===== config.mk =====
export PLATFORM = sky130hd
export DESIGN_NAME = irq_stack_ctrl
export DESIGN_NICKNAME = d
export VERILOG_FILES = /design/src/rtl/irq_stack_pkg.sv /design/src/rtl/irq_stat_stack.sv /design/src/rtl/irq_pin_gate.sv /design/src/rtl/irq_reg_port.sv /design/src/rtl/irq_stack_ctrl.sv
export SDC_FILE = /design/constraint.sdc
export NUM_CORES = 1
export LEC_CHECK = 0
export CAP_MARGIN = 20
export CORE_MARGIN = 5
export CORE_UTILIZATION = 55
export DETAILED_ROUTE_END_ITERATION = 10
export PLACE_DENSITY = 0.91
export SLEW_MARGIN = 40
export SYNTH_ARGS = -nofsm -noshare
export SYNTH_HDL_FRONTEND = slang
export SYNTH_HIERARCHICAL = 1
export SYNTH_SLANG_ARGS = --single-unit
export TNS_END_PERCENT = 50

===== constraint.sdc =====
create_clock -name clk -period 3 [get_ports clk]
set_input_delay 0.6 -clock clk [delete_from_list [all_inputs] [get_ports clk]]
set_output_delay 0.6 -clock clk [all_outputs]
set_load 0.02 [all_outputs]

===== src/rtl/irq_stack_pkg.sv =====
// Shared address map and bit positions of the stacked interrupt controller.
// Assumes a byte-wide register port with eight locations.
package irq_stack_pkg;
    localparam int ADDR_W = 3;

    typedef enum logic [ADDR_W-1:0] {
        A_SUMMARY = 3'd0,
        A_BUS_LO  = 3'd1,
        A_BUS_HI  = 3'd2,
        A_BEN_LO  = 3'd3,
        A_BEN_HI  = 3'd4,
        A_DMA     = 3'd5,
        A_DEN     = 3'd6,
        A_AUX     = 3'd7
    } reg_addr_e;

    localparam int SUM_BUS_BIT  = 0;
    localparam int SUM_DMA_BIT  = 1;
    localparam int SUM_MASK_BIT = 2;
    localparam int AUX_CRC_BIT  = 7;
endpackage


===== src/rtl/irq_stat_stack.sv =====
// One-deep stacked status word.
// live is the reported word, stk the queued entry, stk_v marks stk occupied.
// Assumes pop is a single-cycle strobe; the pop is visible the cycle after it.
module irq_stat_stack #(
    parameter int W = 16
) (
    input  logic         clk,
    input  logic         rst_n,
    input  logic [W-1:0] evt,
    input  logic         pop,
    output logic [W-1:0] live,
    output logic [W-1:0] stk,
    output logic         stk_v
);
    logic live_busy;
    logic evt_any;

    // Occupancy of the reported word and presence of a new event.
    always_comb begin
        live_busy = |live;
        evt_any   = |evt;
    end

    // Pop, load or stack the incoming events.
    always_ff @(posedge clk) begin
        if (!rst_n) begin
            live  <= '0;
            stk   <= '0;
            stk_v <= 1'b0;
        end else if (pop) begin
            if (stk_v) begin
                live  <= stk;
                stk   <= evt;
                stk_v <= evt_any;
            end else begin
                live  <= evt;
                stk   <= '0;
                stk_v <= 1'b0;
            end
        end else if (!live_busy) begin
            live <= evt;
        end else if (evt_any) begin
            stk   <= stk | evt;
            stk_v <= 1'b1;
        end
    end
endmodule


===== src/rtl/irq_pin_gate.sv =====
// Drives the active-low interrupt pin from the two pending bits.
// A mask set while bus pending is on the pin keeps that assertion held until
// the bus status is popped or pending drops; later bus interrupts stay masked.
module irq_pin_gate (
    input  logic clk,
    input  logic rst_n,
    input  logic bus_pend,
    input  logic dma_pend,
    input  logic mask,
    input  logic mask_set,
    input  logic bus_pop,
    output logic held,
    output logic irq_n
);
    logic bus_drive;

    // Bus side reaches the pin when unmasked or held over from before the mask.
    always_comb begin
        bus_drive = bus_pend && (!mask || held);
        irq_n     = !(bus_drive || dma_pend);
    end

    // Track an assertion that was on the pin when the mask went on.
    always_ff @(posedge clk) begin
        if (!rst_n) begin
            held <= 1'b0;
        end else if (bus_pop || !bus_pend) begin
            held <= 1'b0;
        end else if (mask_set && !mask) begin
            held <= 1'b1;
        end
    end
endmodule


===== src/rtl/irq_reg_port.sv =====
// Register port: enables, mask, CRC flag, read-to-clear strobes, read mux.
// Assumes single-cycle rd_en/wr_en strobes; rdata follows addr combinationally.
module irq_reg_port
    import irq_stack_pkg::*;
#(
    parameter int BYTE_W = 8,
    parameter int NBYTE  = 2,
    localparam int BUS_W = BYTE_W * NBYTE
) (
    input  logic              clk,
    input  logic              rst_n,
    input  logic              rd_en,
    input  logic              wr_en,
    input  logic [ADDR_W-1:0] addr,
    input  logic [BYTE_W-1:0] wdata,
    input  logic [BUS_W-1:0]  bus_live,
    input  logic [BYTE_W-1:0] dma_st,
    input  logic              bus_pend,
    input  logic              dma_pend,
    input  logic              crc_err_i,
    output logic [BUS_W-1:0]  bus_en,
    output logic [BYTE_W-1:0] dma_en,
    output logic              mask,
    output logic              mask_set,
    output logic              bus_pop,
    output logic              dma_pop,
    output logic              crc_flag,
    output logic [BYTE_W-1:0] rdata
);
    logic [BYTE_W-1:0] bus_byte [NBYTE];
    logic [BYTE_W-1:0] ben_byte [NBYTE];

    // Slice the bus status and enables into bytes.
    for (genvar g = 0; g < NBYTE; g++) begin : g_bytes
        assign bus_byte[g] = bus_live[g*BYTE_W +: BYTE_W];
        assign ben_byte[g] = bus_en[g*BYTE_W +: BYTE_W];
    end

    // Decode the clearing reads and the mask-set write.
    always_comb begin
        bus_pop  = rd_en && (addr == A_BUS_HI);
        dma_pop  = rd_en && (addr == A_DMA);
        mask_set = wr_en && (addr == A_SUMMARY) && wdata[SUM_MASK_BIT];
    end

    // Writable enables and mask.
    always_ff @(posedge clk) begin
        if (!rst_n) begin
            bus_en <= '0;
            dma_en <= '0;
            mask   <= 1'b0;
        end else if (wr_en) begin
            case (addr)
                A_SUMMARY: mask <= wdata[SUM_MASK_BIT];
                A_BEN_LO:  bus_en[BYTE_W-1:0] <= wdata;
                A_BEN_HI:  bus_en[BUS_W-1:BYTE_W] <= wdata;
                A_DEN:     dma_en <= wdata;
                default:   ;
            endcase
        end
    end

    // CRC flag: set wins over the clear by the bus status pop.
    always_ff @(posedge clk) begin
        if (!rst_n) begin
            crc_flag <= 1'b0;
        end else if (crc_err_i) begin
            crc_flag <= 1'b1;
        end else if (bus_pop) begin
            crc_flag <= 1'b0;
        end
    end

    // Read data multiplexer.
    always_comb begin
        rdata = '0;
        case (addr)
            A_SUMMARY: begin
                rdata[SUM_BUS_BIT]  = bus_pend;
                rdata[SUM_DMA_BIT]  = dma_pend;
                rdata[SUM_MASK_BIT] = mask;
            end
            A_BUS_LO: rdata = bus_byte[0];
            A_BUS_HI: rdata = bus_byte[NBYTE-1];
            A_BEN_LO: rdata = ben_byte[0];
            A_BEN_HI: rdata = ben_byte[NBYTE-1];
            A_DMA:    rdata = dma_st;
            A_DEN:    rdata = dma_en;
            A_AUX:    rdata[AUX_CRC_BIT] = crc_flag;
            default:  rdata = '0;
        endcase
    end
endmodule


===== src/rtl/irq_stack_ctrl.sv =====
// Top of the stacked interrupt status controller.
// Bus-side conditions go through a one-deep stack; DMA conditions accumulate
// in a read-to-clear byte. Assumes event inputs are synchronous pulses.
module irq_stack_ctrl
    import irq_stack_pkg::*;
#(
    parameter int BYTE_W = 8,
    localparam int NBYTE = 2,
    localparam int BUS_W = BYTE_W * NBYTE
) (
    input  logic              clk,
    input  logic              rst_n,
    input  logic [BUS_W-1:0]  bus_evt_i,
    input  logic [BYTE_W-1:0] dma_evt_i,
    input  logic              crc_err_i,
    input  logic              rd_en,
    input  logic              wr_en,
    input  logic [ADDR_W-1:0] addr,
    input  logic [BYTE_W-1:0] wdata,
    output logic [BYTE_W-1:0] rdata,
    output logic              irq_n
);
    logic [BUS_W-1:0]  bus_live;
    logic [BUS_W-1:0]  bus_stk;
    logic              bus_stk_v;
    logic [BUS_W-1:0]  bus_en;
    logic [BYTE_W-1:0] dma_st;
    logic [BYTE_W-1:0] dma_en;
    logic              bus_pend;
    logic              dma_pend;
    logic              mask;
    logic              mask_set;
    logic              bus_pop;
    logic              dma_pop;
    logic              crc_flag;
    logic              held;

    irq_stat_stack #(.W(BUS_W)) u_bus_stack (
        .clk   (clk),
        .rst_n (rst_n),
        .evt   (bus_evt_i),
        .pop   (bus_pop),
        .live  (bus_live),
        .stk   (bus_stk),
        .stk_v (bus_stk_v)
    );

    // DMA status byte: accumulate, reload with same-cycle events on read.
    always_ff @(posedge clk) begin
        if (!rst_n) begin
            dma_st <= '0;
        end else if (dma_pop) begin
            dma_st <= dma_evt_i;
        end else begin
            dma_st <= dma_st | dma_evt_i;
        end
    end

    // Enabled pending summaries.
    always_comb begin
        bus_pend = |(bus_live & bus_en);
        dma_pend = |(dma_st & dma_en);
    end

    irq_reg_port #(.BYTE_W(BYTE_W), .NBYTE(NBYTE)) u_regs (
        .clk       (clk),
        .rst_n     (rst_n),
        .rd_en     (rd_en),
        .wr_en     (wr_en),
        .addr      (addr),
        .wdata     (wdata),
        .bus_live  (bus_live),
        .dma_st    (dma_st),
        .bus_pend  (bus_pend),
        .dma_pend  (dma_pend),
        .crc_err_i (crc_err_i),
        .bus_en    (bus_en),
        .dma_en    (dma_en),
        .mask      (mask),
        .mask_set  (mask_set),
        .bus_pop   (bus_pop),
        .dma_pop   (dma_pop),
        .crc_flag  (crc_flag),
        .rdata     (rdata)
    );

    irq_pin_gate u_pin (
        .clk      (clk),
        .rst_n    (rst_n),
        .bus_pend (bus_pend),
        .dma_pend (dma_pend),
        .mask     (mask),
        .mask_set (mask_set),
        .bus_pop  (bus_pop),
        .held     (held),
        .irq_n    (irq_n)
    );
endmodule


After elaboration in Yosys (flattened, before gate mapping)
Cells that the tools add are included.
{ "word_totals": {"regBits": 68, "inputBits": 40, "out_inout_bits": 9} }
{ "classes": {"eq_ne": 8, "mux": 17, "bitwise_logic": 5, "n_reduce_logical": 26} }
{ "ops": {"columns": ["operator", "n"], "rows": [
  ["2-to-1 mux 16 bit", 7],
  ["OR reduction 16 bit", 3],
  ["case mux 4 bit (6 select lines)", 1],
  ["case mux 3 bit (7 select lines)", 1],
  ["bitwise AND 16 bit", 1],
  ["bitwise OR 16 bit", 1],
  ["== test 3 bit, second input constant", 4],
  ["AND reduction 2 bit", 5],
  ["bitwise AND 8 bit", 1],
  ["2-to-1 mux 8 bit", 1],
  ["bitwise OR 8 bit", 1],
  ["OR reduction 8 bit", 1],
  ["case mux 1 bit (7 select lines)", 1],
  ["== test 3 x 2 -> 1 bit, second input constant", 2],
  ["logical AND 1 bit", 6],
  ["2-to-1 mux 1 bit", 6],
  ["nonzero test 2 bit", 3],
  ["== test 3 x 1 -> 1 bit, second input constant", 1],
  ["logical NOT 1 bit", 3],
  ["logical NOT 3 bit", 1],
  ["logical OR 1 bit", 3],
  ["inequality test 2 x 1 -> 1 bit, second input constant", 1],
  ["OR reduction 2 bit", 1],
  ["inverter 1 bit", 1]
]} }

Logic depth before layout (Yosys ltp)
{ "logic_depth": {"word_depth": 5, "ltp_mapped": 10, "ltp_nobuf": 6} }

Cells and area by module
Netlist, hierarchy kept.
{ "by_module_without_submodules": {"columns": ["module", "instances", "cells_each", "area_per_inst_um2", "seq_area_each_um2"], "rows": [
  ["irq_stat_stack", 1, 198, 1636.6, 660.6],
  ["irq_reg_port", 1, 175, 1569.0, 520.5],
  ["irq_stack_ctrl", 1, 39, 416.6, 160.2],
  ["irq_pin_gate", 1, 7, 57.6, 20.0]
]} }

Least setup slack after synthesis
OpenSTA, ideal clock, no wires.
{ "synth_timing": {"path_kind": "input port to flip-flop", "startpoint": "input port addr[2]", "endpoint": "register u_bus_stack.stk[0]", "t_arrival_ns": 2.146, "t_required_ns": 2.878, "setup_slack_ns": 0.732, "path_stages": 9, "path_buffers": 5, "cell_sequence": "buf_2 -> nor2b_1 -> buf_2 -> and3_1 -> clkbuf_1 -> clkbuf_1 -> clkbuf_1 -> o21ai_0 -> o311a_1"} }
{ "synth_between": {"elab_chain_cells": 4} }
{ "synth_lines": {"columns": ["item", "line_no", "text"], "rows": [
  ["start: declaration", "irq_stack_ctrl.sv:18", "input logic [ADDR_W-1:0] addr,"],
  ["== test 3 x 2 -> 1 bit (*)", "irq_reg_port.sv:41", "bus_pop = rd_en && (addr == A_BUS_HI);"],
  ["logical AND 1 bit (*)", "irq_reg_port.sv:41", null],
  ["via bus_pop", "irq_stack_ctrl.sv:33", "logic bus_pop;"],
  ["nonzero test 2 bit (no line)", null, null],
  ["AND reduction 2 bit (no line)", null, null],
  ["end signal: assignment", "irq_stat_stack.sv:33", "stk <= evt;"],
  ["end signal: assignment", "irq_stat_stack.sv:43", "stk <= stk | evt;"],
  ["end: declaration", "irq_stat_stack.sv:12", "output logic [W-1:0] stk,"]
]} }
Mark *: on every way through the listed nets, which the timed path passes. The rest lies on a longest branch.
A chain may end at the register's enable or synchronous reset.

Final worst setup path
{ "layout_timing": {"startpoint": "input port addr[0]", "endpoint": "output port rdata[1]"} }
{ "layout_between": {"elab_chain_cells": 2} }
{ "layout_lines": {"columns": ["item", "line_no", "text"], "rows": [
  ["== test 3 bit (tied with other cells)", "irq_reg_port.sv:77", "case (addr)"],
  ["case mux 3 bit (7 select lines) (*)", "irq_reg_port.sv:77", null],
  ["end: declaration", "irq_stack_ctrl.sv:20", "output logic [BYTE_W-1:0] rdata,"]
]} }
Mark *: on every way between the ends. The rest lies on a longest branch, timed or not.

==> impl_metrics.env <==
export IMPL_place_hpwl_um=7334
export IMPL_multi_input_area_um2=2093
export IMPL_min_period_ps=2941
export IMPL_core_area_um2=6422
export IMPL_seq_area_frac_synth=0.3699
export IMPL_yosysMostFrequentCell="nand2_1"
export IMPL_gp_congestion=0.9776
export IMPL_arrival_ps=2340
export IMPL_critPathCaptureType="output port"
export IMPL_skew_ps=5.382
export IMPL_max_freq_mhz=340.1
export IMPL_power_density_nw_per_um2=606.5
export IMPL_min_delay_path_class="register to register"
export IMPL_antenna_left=0
export IMPL_htreeDepth=3
export IMPL_die_x_um=91.80
export IMPL_overflow=0
export IMPL_min_from="u_pin/held$_SDFFE_PP0P_"
export IMPL_tightestPinTransition_ps=532.3
export IMPL_routed_via_count=3455
export IMPL_drt_iter0_drc=444
export IMPL_syn_avg_cell_area_um2=8.782
export IMPL_fillCellCount=498
export IMPL_p_int_mw=1.802
export IMPL_synthAdderAreaFrac=0
export IMPL_crit_fanout=7
export IMPL_rows=29
export IMPL_vias_per_cell=6.305
export IMPL_synthTopCellsByCount="nand2_1, dfxtp_1, nand3_1, o21ai_0, clkbuf_1"
export IMPL_numCtsBuffers=9
export IMPL_startpoint="addr[0]"
export IMPL_post_route_worst_setup_slack_ps=59.31
export IMPL_ir_worst_vdd_uv=339.3
export IMPL_synth_xor_area_frac=0
export IMPL_netSwitchingFraction=0.3291
export IMPL_synth_edff_count=0
export IMPL_yosys_most_used_dff="dfxtp_1"
export IMPL_p_total_mw=2.686
export IMPL_clk_insertion_delay_late_ps=350
export IMPL_muxShareOfSynthArea=0.07616
export IMPL_postLayoutCellArea_um2=4429
export IMPL_synthArstFlopShare=0
export IMPL_synth_nets=459
export IMPL_comb_power_share=0.274
export IMPL_avgRoutedWirePerCell_um=18.48
export IMPL_drt_total_wl_um=10130
export IMPL_grt_max_degree=43
export IMPL_worstRegToRegCells=6
export IMPL_cts_setup_buffers=0
export IMPL_cts_hold_fix_buffers=0
export IMPL_slew_headroom=0.6443
export IMPL_syn2layout_area_growth_pct=20.37
export IMPL_track_usage=0.2436
export IMPL_synth_simple_gate_area_share=0.2367
export IMPL_rrSetupSlack_ps=1310
export IMPL_antennaDiodeCount=0
export IMPL_crit_end="rdata[1]"
export IMPL_tns_ps=0
export IMPL_drv_slew=0
export IMPL_regToRegStartpoint="u_bus_stack/live[0]$_SDFFE_PN0P_"
export IMPL_place_ws_ps=-149.3
export IMPL_start_util=0.5730
export IMPL_criticalPathCategory="primary input to output port"
export IMPL_clock_power_share=0.274
export IMPL_die_y_um=91.80
export IMPL_placed_cell_area_um2=4239
export IMPL_drive_gt1_frac=0.1380
export IMPL_nets=507
export IMPL_ioPinCount=49
export IMPL_setup_viol_count_final=0
export IMPL_synth_top_cells_by_area="dfxtp_1, nand2_1, nand3_1, mux2i_1, o211a_1"
export IMPL_rsz0062_at_grt="no"
export IMPL_clk_path_buf_depth=2
export IMPL_grt_pass1_vias=3250
export IMPL_synth_compound_area_frac=0.2543
export IMPL_yosysTopAreaCellShare=0.3699
export IMPL_seq_power_share=0.453
export IMPL_final_util=0.6897
export IMPL_regArea_um2=1361
export IMPL_drc_errors=0
export IMPL_p_leak_nw=1.892
export IMPL_netlist_instances=419
export IMPL_antenna_found_initial=0
export IMPL_finalCritPeriodShare=0.9802
export IMPL_cts_tree="done"
export IMPL_cts_sinks=68
export IMPL_io_buffer_count=48
export IMPL_clkTransAtPathRegs_ps=70
export IMPL_synth_top_family_by_area="compound AO/OA/AOI/OAI gates"
export IMPL_grt_pass1_wl_um=16350
export IMPL_hold_viol_final=0
export IMPL_firstDrtPassIters=6
export IMPL_critPathLaunchType="primary input"
export IMPL_worst_r2r_endpoint="u_bus_stack/live[15]$_SDFFE_PN0P_"
export IMPL_cts_resized=9
export IMPL_synth_area_leader_cell="dfxtp_1"
export IMPL_cap_violations=0
export IMPL_die_area_um2=8426
export IMPL_ys_types=45
export IMPL_switching_power_uw=884.1
export IMPL_cp_data_required_time_ps=2400
export IMPL_yosys_warnings=6
export IMPL_root_buffer="clkbuf_8"
export IMPL_ys_ff_latch=68
export IMPL_syn_cell_area_um2=3680
export IMPL_outcome="finished clean"
## per-layer routing
metal	vias to the layer above	track usage	wire length, µm
met4	0	0.1040	318
met3	38	0.06465	953
li1	1636	-	-
met1	1608	0.3150	4075
met5	-	0	0
met2	173	0.3841	4779
## power groups by stage
stage	Combinational (mW)	Clock (mW)	Sequential (mW)
after global routing	0.801	0.792	1.23
after global placement	0.695	0	1.22
after CTS	0.724	0.749	1.21
after detailed placement	0.729	0	1.23
final	0.735	0.735	1.22
after floorplan	0.537	0	1.18
## placed cells by master, fill, tap and decap left out, types with 5 or more instances in the layout
cell             count
nand2_1             69
dfxtp_1             68
clkdlybuf4s50_1     39
nand3_1             35
buf_4               23
o21ai_0             20
nor2_1              17
a21boi_0            17
nor2b_1             16
o211a_1             16
o311a_1             16
mux2i_1             16
o21a_1              10
clkbuf_8            10
dlygate4sd2_1        8
a21oi_1              8
a221oi_2             6
a22oi_1              6
mux2_2               6
nor4_2               5
inv_1                5
## kinds of logic after synthesis
family | Yosys count
AOI/OAI and AO/OA | 116
and+or+nand+nor | 169
buffers and inverters | 41
DFF | 68
muxes | 25
## worst max-delay path, stage by stage
cell	delay [ps]
clkdlybuf4s50_1	580
buf_4	200
mux2_2	340
a22oi_1	220
nand2_1	70
dlygate4sd2_1	320
## flip-flops by register name (all words and copies together) (netlist names)
| signal | cells |
|---|---|
| u_regs/crc_flag | 1 |
| u_bus_stack/stk | 16 |
| u_pin/held | 1 |
| u_bus_stack/live | 16 |
| u_bus_stack/stk_v | 1 |
| u_regs/mask | 1 |
| u_regs/dma_en | 8 |
| dma_st | 8 |
| u_regs/bus_en | 16 |
## worst min-delay path by stage
stage               slack, ps                 endpoint  depth (start not counted)
global route              500  u_pin/held$_SDFFE_PP0P_                          2
global placement          440  u_pin/held$_SDFFE_PP0P_                          2
finish                    460  u_pin/held$_SDFFE_PP0P_                          2
floorplan                 440  u_pin/held$_SDFFE_PP0P_                          2
CTS                       460  u_pin/held$_SDFFE_PP0P_                          2
detailed placement        450  u_pin/held$_SDFFE_PP0P_                          2
## metrics by stage
step | hold slack (ps) | std cells
after global routing | 500.6 | 548
after detailed placement | 453.0 | 533
after global placement | 440.0 | 533
after floorplan | 435.5 | 419
final | 460.5 | 548
after CTS | 462.7 | 548
## layout make-up
cell class / count / share of cell area
clock buffers: 10 / 0.03107
clock inverters: 5 / 0.01186
inverters: 5 / 0.004237
multi-input cells: 310 / 0.4726
flip-flops and latches: 68 / 0.3073
well taps: 77 / 0.02175
repair buffers: 73 / 0.1511
Note: power is estimated with default switching activity, not from simulation.
